File: src/rtl/wdt_pkg.sv
package wdt_pkg;

    typedef enum logic [1:0] {
        WD_SEL_MID   = 2'b00,
        WD_SEL_SHORT = 2'b01,
        WD_SEL_LONG  = 2'b10,
        WD_SEL_HALF  = 2'b11
    } wd_sel_e;

    // Terminal counts in millisecond ticks, indexed by period code.
    localparam int unsigned WD_TICKS_MID   = 620;
    localparam int unsigned WD_TICKS_SHORT = 310;
    localparam int unsigned WD_TICKS_LONG  = 2500;
    localparam int unsigned WD_TICKS_HALF  = 1250;

    // Address matches: only bits set in the mask are compared.
    localparam logic [4:0] WD_PER_ADDR = 5'b01101;
    localparam logic [4:0] WD_PER_MASK = 5'b01111;

    typedef struct packed {
        logic    restart;
        logic    sel_wr;
        wd_sel_e sel_val;
    } wd_cmd_s;

    function automatic int unsigned wd_max4(int unsigned a, int unsigned b,
                                            int unsigned c, int unsigned d);
        int unsigned m;
        m = a;
        if (b > m) m = b;
        if (c > m) m = c;
        if (d > m) m = d;
        return m;
    endfunction

endpackage

File: src/rtl/wdt_cmd_decode.sv
module wdt_cmd_decode
    import wdt_pkg::*;
#(
    parameter int unsigned ADDR_W = 5,
    parameter logic [ADDR_W-1:0] PER_ADDR = ADDR_W'(WD_PER_ADDR),
    parameter logic [ADDR_W-1:0] PER_MASK = ADDR_W'(WD_PER_MASK)
) (
    input  logic              clk,
    input  logic              rst,
    input  logic              stb,
    input  logic              ok,
    input  logic [ADDR_W-1:0] addr,
    input  logic              wd_bit,
    input  logic [1:0]        sel,
    output wd_cmd_s           cmd,
    output logic              last_bit
);

    logic accepted;

    assign accepted    = stb && ok;
    assign cmd.restart = accepted && (wd_bit != last_bit);
    assign cmd.sel_wr  = accepted && ((addr & PER_MASK) == (PER_ADDR & PER_MASK));
    assign cmd.sel_val = wd_sel_e'(sel);

    always_ff @(posedge clk) begin
        if (rst) begin
            last_bit <= 1'b0;
        end else if (cmd.restart) begin
            last_bit <= wd_bit;
        end
    end

endmodule

File: src/rtl/wdt_period_sel.sv
module wdt_period_sel
    import wdt_pkg::*;
(
    input  logic    clk,
    input  logic    rst,
    input  wd_cmd_s cmd,
    output wd_sel_e pending,
    output wd_sel_e active
);

    wd_sel_e next_pending;

    always_comb begin
        next_pending = pending;
        if (cmd.sel_wr) begin
            next_pending = cmd.sel_val;
        end
    end

    always_ff @(posedge clk) begin
        if (rst) begin
            pending <= WD_SEL_MID;
            active  <= WD_SEL_MID;
        end else begin
            pending <= next_pending;
            if (cmd.restart) begin
                active <= next_pending;
            end
        end
    end

endmodule

File: src/rtl/wdt_tick_counter.sv
module wdt_tick_counter
    import wdt_pkg::*;
#(
    parameter int unsigned T_MID   = WD_TICKS_MID,
    parameter int unsigned T_SHORT = WD_TICKS_SHORT,
    parameter int unsigned T_LONG  = WD_TICKS_LONG,
    parameter int unsigned T_HALF  = WD_TICKS_HALF,
    parameter int unsigned CNT_W   = 12
) (
    input  logic             clk,
    input  logic             rst,
    input  logic             restart,
    input  logic             tick,
    input  wd_sel_e          active,
    output logic [CNT_W-1:0] count,
    output logic [CNT_W-1:0] term,
    output logic             expired
);

    logic [CNT_W-1:0] count_inc;

    always_comb begin
        unique case (active)
            WD_SEL_MID:   term = CNT_W'(T_MID);
            WD_SEL_SHORT: term = CNT_W'(T_SHORT);
            WD_SEL_LONG:  term = CNT_W'(T_LONG);
            WD_SEL_HALF:  term = CNT_W'(T_HALF);
            default:      term = CNT_W'(T_MID);
        endcase
    end

    assign count_inc = count + 1'b1;

    always_ff @(posedge clk) begin
        if (rst) begin
            count   <= '0;
            expired <= 1'b0;
        end else if (restart) begin
            count   <= '0;
            expired <= 1'b0;
        end else if (tick && !expired) begin
            count <= count_inc;
            if (count_inc == term) begin
                expired <= 1'b1;
            end
        end
    end

endmodule

File: src/rtl/wdt_cmd_timer.sv
module wdt_cmd_timer
    import wdt_pkg::*;
#(
    parameter int unsigned ADDR_W  = 5,
    parameter int unsigned T_MID   = WD_TICKS_MID,
    parameter int unsigned T_SHORT = WD_TICKS_SHORT,
    parameter int unsigned T_LONG  = WD_TICKS_LONG,
    parameter int unsigned T_HALF  = WD_TICKS_HALF
) (
    input  logic              clk,
    input  logic              rst,
    input  logic              cmd_stb,
    input  logic              cmd_ok,
    input  logic [ADDR_W-1:0] cmd_addr,
    input  logic              cmd_wd_bit,
    input  logic [1:0]        cmd_sel,
    input  logic              ms_tick,
    output logic              timeout
);

    localparam int unsigned T_MAX = wd_max4(T_MID, T_SHORT, T_LONG, T_HALF);
    localparam int unsigned CNT_W = $clog2(T_MAX + 1);

    wd_cmd_s          cmd;
    logic             last_bit;
    wd_sel_e          pending;
    wd_sel_e          active;
    logic [CNT_W-1:0] count;
    logic [CNT_W-1:0] term;

    wdt_cmd_decode #(
        .ADDR_W (ADDR_W)
    ) u_decode (
        .clk      (clk),
        .rst      (rst),
        .stb      (cmd_stb),
        .ok       (cmd_ok),
        .addr     (cmd_addr),
        .wd_bit   (cmd_wd_bit),
        .sel      (cmd_sel),
        .cmd      (cmd),
        .last_bit (last_bit)
    );

    wdt_period_sel u_period (
        .clk     (clk),
        .rst     (rst),
        .cmd     (cmd),
        .pending (pending),
        .active  (active)
    );

    wdt_tick_counter #(
        .T_MID   (T_MID),
        .T_SHORT (T_SHORT),
        .T_LONG  (T_LONG),
        .T_HALF  (T_HALF),
        .CNT_W   (CNT_W)
    ) u_counter (
        .clk     (clk),
        .rst     (rst),
        .restart (cmd.restart),
        .tick    (ms_tick),
        .active  (active),
        .count   (count),
        .term    (term),
        .expired (timeout)
    );

endmodule

File: config.mk
export PLATFORM = sky130hd
export DESIGN_NAME = wdt_cmd_timer
export DESIGN_NICKNAME = d
export VERILOG_FILES = /design/src/rtl/wdt_pkg.sv /design/src/rtl/wdt_cmd_decode.sv /design/src/rtl/wdt_period_sel.sv /design/src/rtl/wdt_tick_counter.sv /design/src/rtl/wdt_cmd_timer.sv
export SDC_FILE = /design/constraint.sdc
export NUM_CORES = 1
export LEC_CHECK = 0
export BUFFER_PORTS_ARGS = -buffer_cell sky130_fd_sc_hd__buf_2
export CORE_MARGIN = 5
export CORE_UTILIZATION = 57
export DETAILED_ROUTE_END_ITERATION = 10
export GPL_TIMING_DRIVEN = 0
export PLACE_DENSITY = 0.78
export RECOVER_POWER = 50
export SYNTH_ARGS = -nofsm -noshare
export SYNTH_HDL_FRONTEND = slang
export SYNTH_HIERARCHICAL = 1
export SYNTH_SLANG_ARGS = --single-unit
File: constraint.sdc
create_clock -name clk -period 2.3 [get_ports clk]
set_input_delay 0.23 -clock clk [delete_from_list [all_inputs] [get_ports clk]]
set_output_delay 0.23 -clock clk [all_outputs]
set_load 0.05 [all_outputs]
# [After elaboration in Yosys (flattened, before gate mapping)]
# Index checks and enable logic that the tools add are counted.
[totals] input_bits=13 register_bits=18 output_inout_bits=1 elab_cells=22
[op_classes] reduce_logical=8 eq_ne=6 muxes=2 addsub=1
[op_table] op="one-hot mux 12 bit (4 select lines)" n=1
[op_table] op="adder 12 x 1 -> 12 bit (second input constant)" n=1
[op_table] op="equality test 12 bit" n=1
[op_table] op="equality test 2 bit (second input constant)" n=2
[op_table] op="equality test 4 bit (second input constant)" n=1
[op_table] op="logical AND 1 bit" n=4
[op_table] op="equality test 2 x 1 -> 1 bit (second input constant)" n=1
[op_table] op="logical NOT 2 bit" n=1
[op_table] op="2-to-1 mux 2 bit" n=1
[op_table] op="AND reduction 2 bit" n=1
[op_table] op="OR reduction 2 bit" n=1
[op_table] op="logical NOT 1 bit" n=1
[op_table] op="!= test 1 bit" n=1

# [Logic depth before layout (Yosys ltp)]
[logic_depth] ltp_word=4 depth_mapped=8 ltp_nobuf=7

# [Cells and area by module]
# The synthesis kept the hierarchy.
[modules_own_cells] module="wdt_tick_counter" area_per_inst_um2=1078.5 n_inst=1 seq_area_each_um2=260.2 cells_each=139
[modules_own_cells] module="wdt_period_sel" area_per_inst_um2=130.1 n_inst=1 seq_area_each_um2=80.1 cells_each=12
[modules_own_cells] module="wdt_cmd_decode" area_per_inst_um2=92.6 n_inst=1 seq_area_each_um2=20.0 cells_each=10

# [Least setup slack after synthesis]
# OpenSTA, ideal clock, no wires.
[synth_timing] kind="register to register" start="reg u_period.active[0]" end="reg u_counter.expired" required_ns=2.176 setup_time_ns=0.124 path_slack_ns=0.432 stages_incl_launch_ff=8 arrival_time_ns=1.744 path_buffers=0 period_less_slack_ns=1.868 path_cell_list="dfxtp_1 > inv_1 > ha_1 > o21ba_2 > or3_1 > and3_1 > a211oi_1 > o31ai_1"
[synth_via] elab_chain_len=4 word_cells_on_any_way=7 classes_between="eq/ne (4); mux (1); reduce/logical (2)"
[synth_lines] item="start, declared" line_no="wdt_period_sel.sv:8" source="output wd_sel_e active"
[synth_lines] item="start signal, assigned" line_no="wdt_period_sel.sv:27" source="active <= next_pending;"
[synth_lines] item="equality test 2 bit, or another cell as far along" line_no="wdt_tick_counter.sv:23" source="unique case (active)"
[synth_lines] item="one-hot mux 12 bit (4 select lines) *" line_no="wdt_tick_counter.sv:23"
[synth_lines] item="named net term[11]" line_no="wdt_cmd_timer.sv:29" source="logic [CNT_W-1:0] term;"
[synth_lines] item="equality test 12 bit *" line_no="wdt_tick_counter.sv:43" source="if (count_inc == term) begin"
[synth_lines] item="AND reduction 2 bit (no source line) *"
[synth_lines] item="end signal, assigned" line_no="wdt_tick_counter.sv:37" source="expired <= 1'b0;"
[synth_lines] item="end signal, assigned" line_no="wdt_tick_counter.sv:40" source="expired <= 1'b0;"
[synth_lines] item="end signal, assigned" line_no="wdt_tick_counter.sv:44" source="expired <= 1'b1;"
[synth_lines] item="end, declared" line_no="wdt_tick_counter.sv:17" source="output logic expired"
# Mark *: on every way through the listed nets, which the timed path passes. The rest lies on a longest branch. The select of a mux whose other input is x is not followed.
# A chain may end at the register's enable or synchronous reset.

# [Worst setup path in the final report]
# Same ends and word-level chain as after synthesis.

==> summary.txt <==
STA
  – Final Hold Fails: 0
  – RSZ-0062 raised after global routing: no
  – Worst Hold Slack: 0.165 ns
  – Clk_skew: ~0.0070 ns
  – Setup-failing EPs final: 0
  – Clock period minus final worst setup slack: 2.09 ns
  – Setup TNS: 0 ns
  – Slew Viols, Final: 0
  – Worst-margin pin slew: 0.590 ns
  – Slew headroom: 0.608
  – Fin crit share: 0.907
  – Max Fclk: roughly 0.48 GHz

Synth
  – Yosys warning count: 6
  – Syn Std Cell Area: approximately 0.0013 mm²
  – Cell count after synthesis: 153
  – Post-Syn Nets: 173
  – Syn avg cell area: between 8 and 9 µm²

Power
  – Static Leak: 0.000545 µW
  – Worst vdd ir: 0.412 mV
  – Power per cell area: 451 mW/mm²

Min path
  – Hold Path Class: primary input to register

Layout
  – Area Growth Syn to Fin: 8.71%
  – Share of layout cells above drive strength 1: 0.156
  – FILL cells: 214
  – NumNets Final: 188
  – Ant diodes: 0

Global routing
  – Global-route wire length before repair: 4330 µm
  – Largest net degree at the start of global routing: 11
  – Initial antenna violation count: 0
  – GRT Total Usage: 0.171
  – Number of global-route vias before repair: between 900 and 1,000
  – Total overflow reported by the global router: 0

Clock network
  – # H-tree levels: 1
  – Worst-Skew Late Latency: 0.31 ns
  – Reg clk slew, reported paths: 0.11 ns
  – Post-CTS Setup Inserts: 0
  – CTS Buf Count: 3
  – CTS tree: yes
  – CTS resizes: 0
  – Clock sinks: 18
  – Hold buffer count at cts: 0
  – Root Buffer: clkbuf_4
  – Worst-case clock buffer depth: 2

Routing
  – ANT nets after route: 0
  – WL per Instance: 13.5 µm
  – Vias per cell: 5.68
  – Starting DRT DRC Count: 36
  – DRC violations left: 0
  – Via Count: 1,107
  – DRT Pass-1 Iters: 5
  – WL final: 2630 µm

Setup path
  – CP required: 2.50 ns
  – Crit-path cells: inv_1 -> ha_1 -> o21ba_2 -> or3_1 -> and3_1 -> a211oi_1 -> o31ai_1
  – Crit path max fanout: 6
  – CP startpoint kind: register
  – Crit path largest cell delay: 0.46 ns
  – WS Path Type: register to register
  – Worst EP arrival: 2.29 ns
  – Slowest stage cell, crit path: dfxtp_1
  – Crit end category: register

Floorplanning
  – Core area: 0.00217 mm²
  – Die width: around 57 µm
  – # IOs: 14
  – Die area: around 0.0033 mm²
  – Die Ht: 57.1 µm
  – Initial Util: 0.582
  – Row cnt: 17

Flow run
  – Max cap viols: 0

Run status
  – Status: complete, no violations

Placed design
  – Routability congestion estimate: a little over 0.8
  – Dpl hpwl: between 1500 and 2000 µm
  – PortBufs: 10
placed cells by master (no fill, tap or decap), types with 2 or more instances in the layout:
cell type   n
nor2_1     18
dfxtp_1    18
xor2_1     12
buf_2      10
nand4_1    10
xnor2_1     8
ha_1        7
o21ai_0     6
a21oi_1     6
nand2_1     6
inv_1       5
nand3_1     5
or3_1       5
clkbuf_1    4
buf_4       4
and3_1      4
a211oi_1    4
nor3_1      4
mux2i_1     4
clkbuf_4    3
nor2b_1     2
and3_2      2
nand2b_1    2
and2_1      2
per-stage QoR:
| stage | utilization | std cells | setup slack, ns | instance area [µm²] | power, µW |
|---|---|---|---|---|---|
| 3_5_place_dp | 0.622 | 191 | 0.223 | 1350 | 423 |
| 3_3_place_gp | 0.622 | 191 | 0.287 | 1350 | 418 |
| 5_1_grt | 0.633 | 195 | 0.0903 | 1370 | 650 |
| 4_1_cts | 0.638 | 195 | 0.206 | 1390 | 629 |
| 6_report | 0.633 | 195 | 0.214 | 1370 | 620 |
| 2_1_floorplan | - | 153 | 0.445 | 1260 | 396 |
flip-flops by register name (all words and copies together), names as in the netlist:
| register | cells |
|---|---|
| u_period/pending | 2 |
| u_counter/count | 12 |
| u_decode/last_bit | 1 |
| u_period/active | 2 |
| u_counter/expired | 1 |
worst paths after layout:
kind	from	endpoint	slack [ns]	cells after the start
worst max-delay path	u_period/active[0]	u_counter/expired	0.21	7
worst min-delay path	rst	u_period/active[1]	0.16	2
worst max register to register	u_period/active[0]	u_counter/expired	0.21	7
worst min register to register	u_counter/expired	u_counter/expired	0.49	2
per-layer routing:
metal / routed length [µm] / vias to the layer above / global-route usage / part of all wire
li1: - / 561 / - / -
met1: 1140 / 509 / 0.197 / 0.44
met2: 1250 / 33 / 0.289 / 0.48
met3: 197 / 4 / 0.0543 / 0.075
met4: 37 / 0 / 0.0795 / 0.014
met5: 0 / - / 0 / 0
where the power goes:
group / internal, µW / switching (µW) / leakage [µW]
clock: 96.7 / 108 / 0.0000210
combinational: 40.9 / 48.3 / 0.000378
sequential: 318 / 8.14 / 0.000146
total: 455 / 164 / 0.000545
final cells by class:
cell class / instances / area, µm² / area share
inverters: 5 / 18.8 / 0.0137
repair buffers: 10 / 47.5 / 0.0346
multi-input cells: 120 / 812 / 0.591
flip-flops and latches: 18 / 360 / 0.262
well taps: 28 / 35.0 / 0.0255
plain buffers: 10 / 63.8 / 0.0464
clock buffers: 4 / 36.3 / 0.0264
worst max-delay path: cells and delay by family, from the launching register on:
kind | cells | cell delay (ns)
and+or+nand+nor | 2 | 0.60
buffers and inverters | 1 | 0.10
adders and majority gates | 1 | 0.27
AOI/OAI and AO/OA | 3 | 0.56
DFF | 1 | 0.46
No activity file was read; power rests on OpenSTA's default activity.
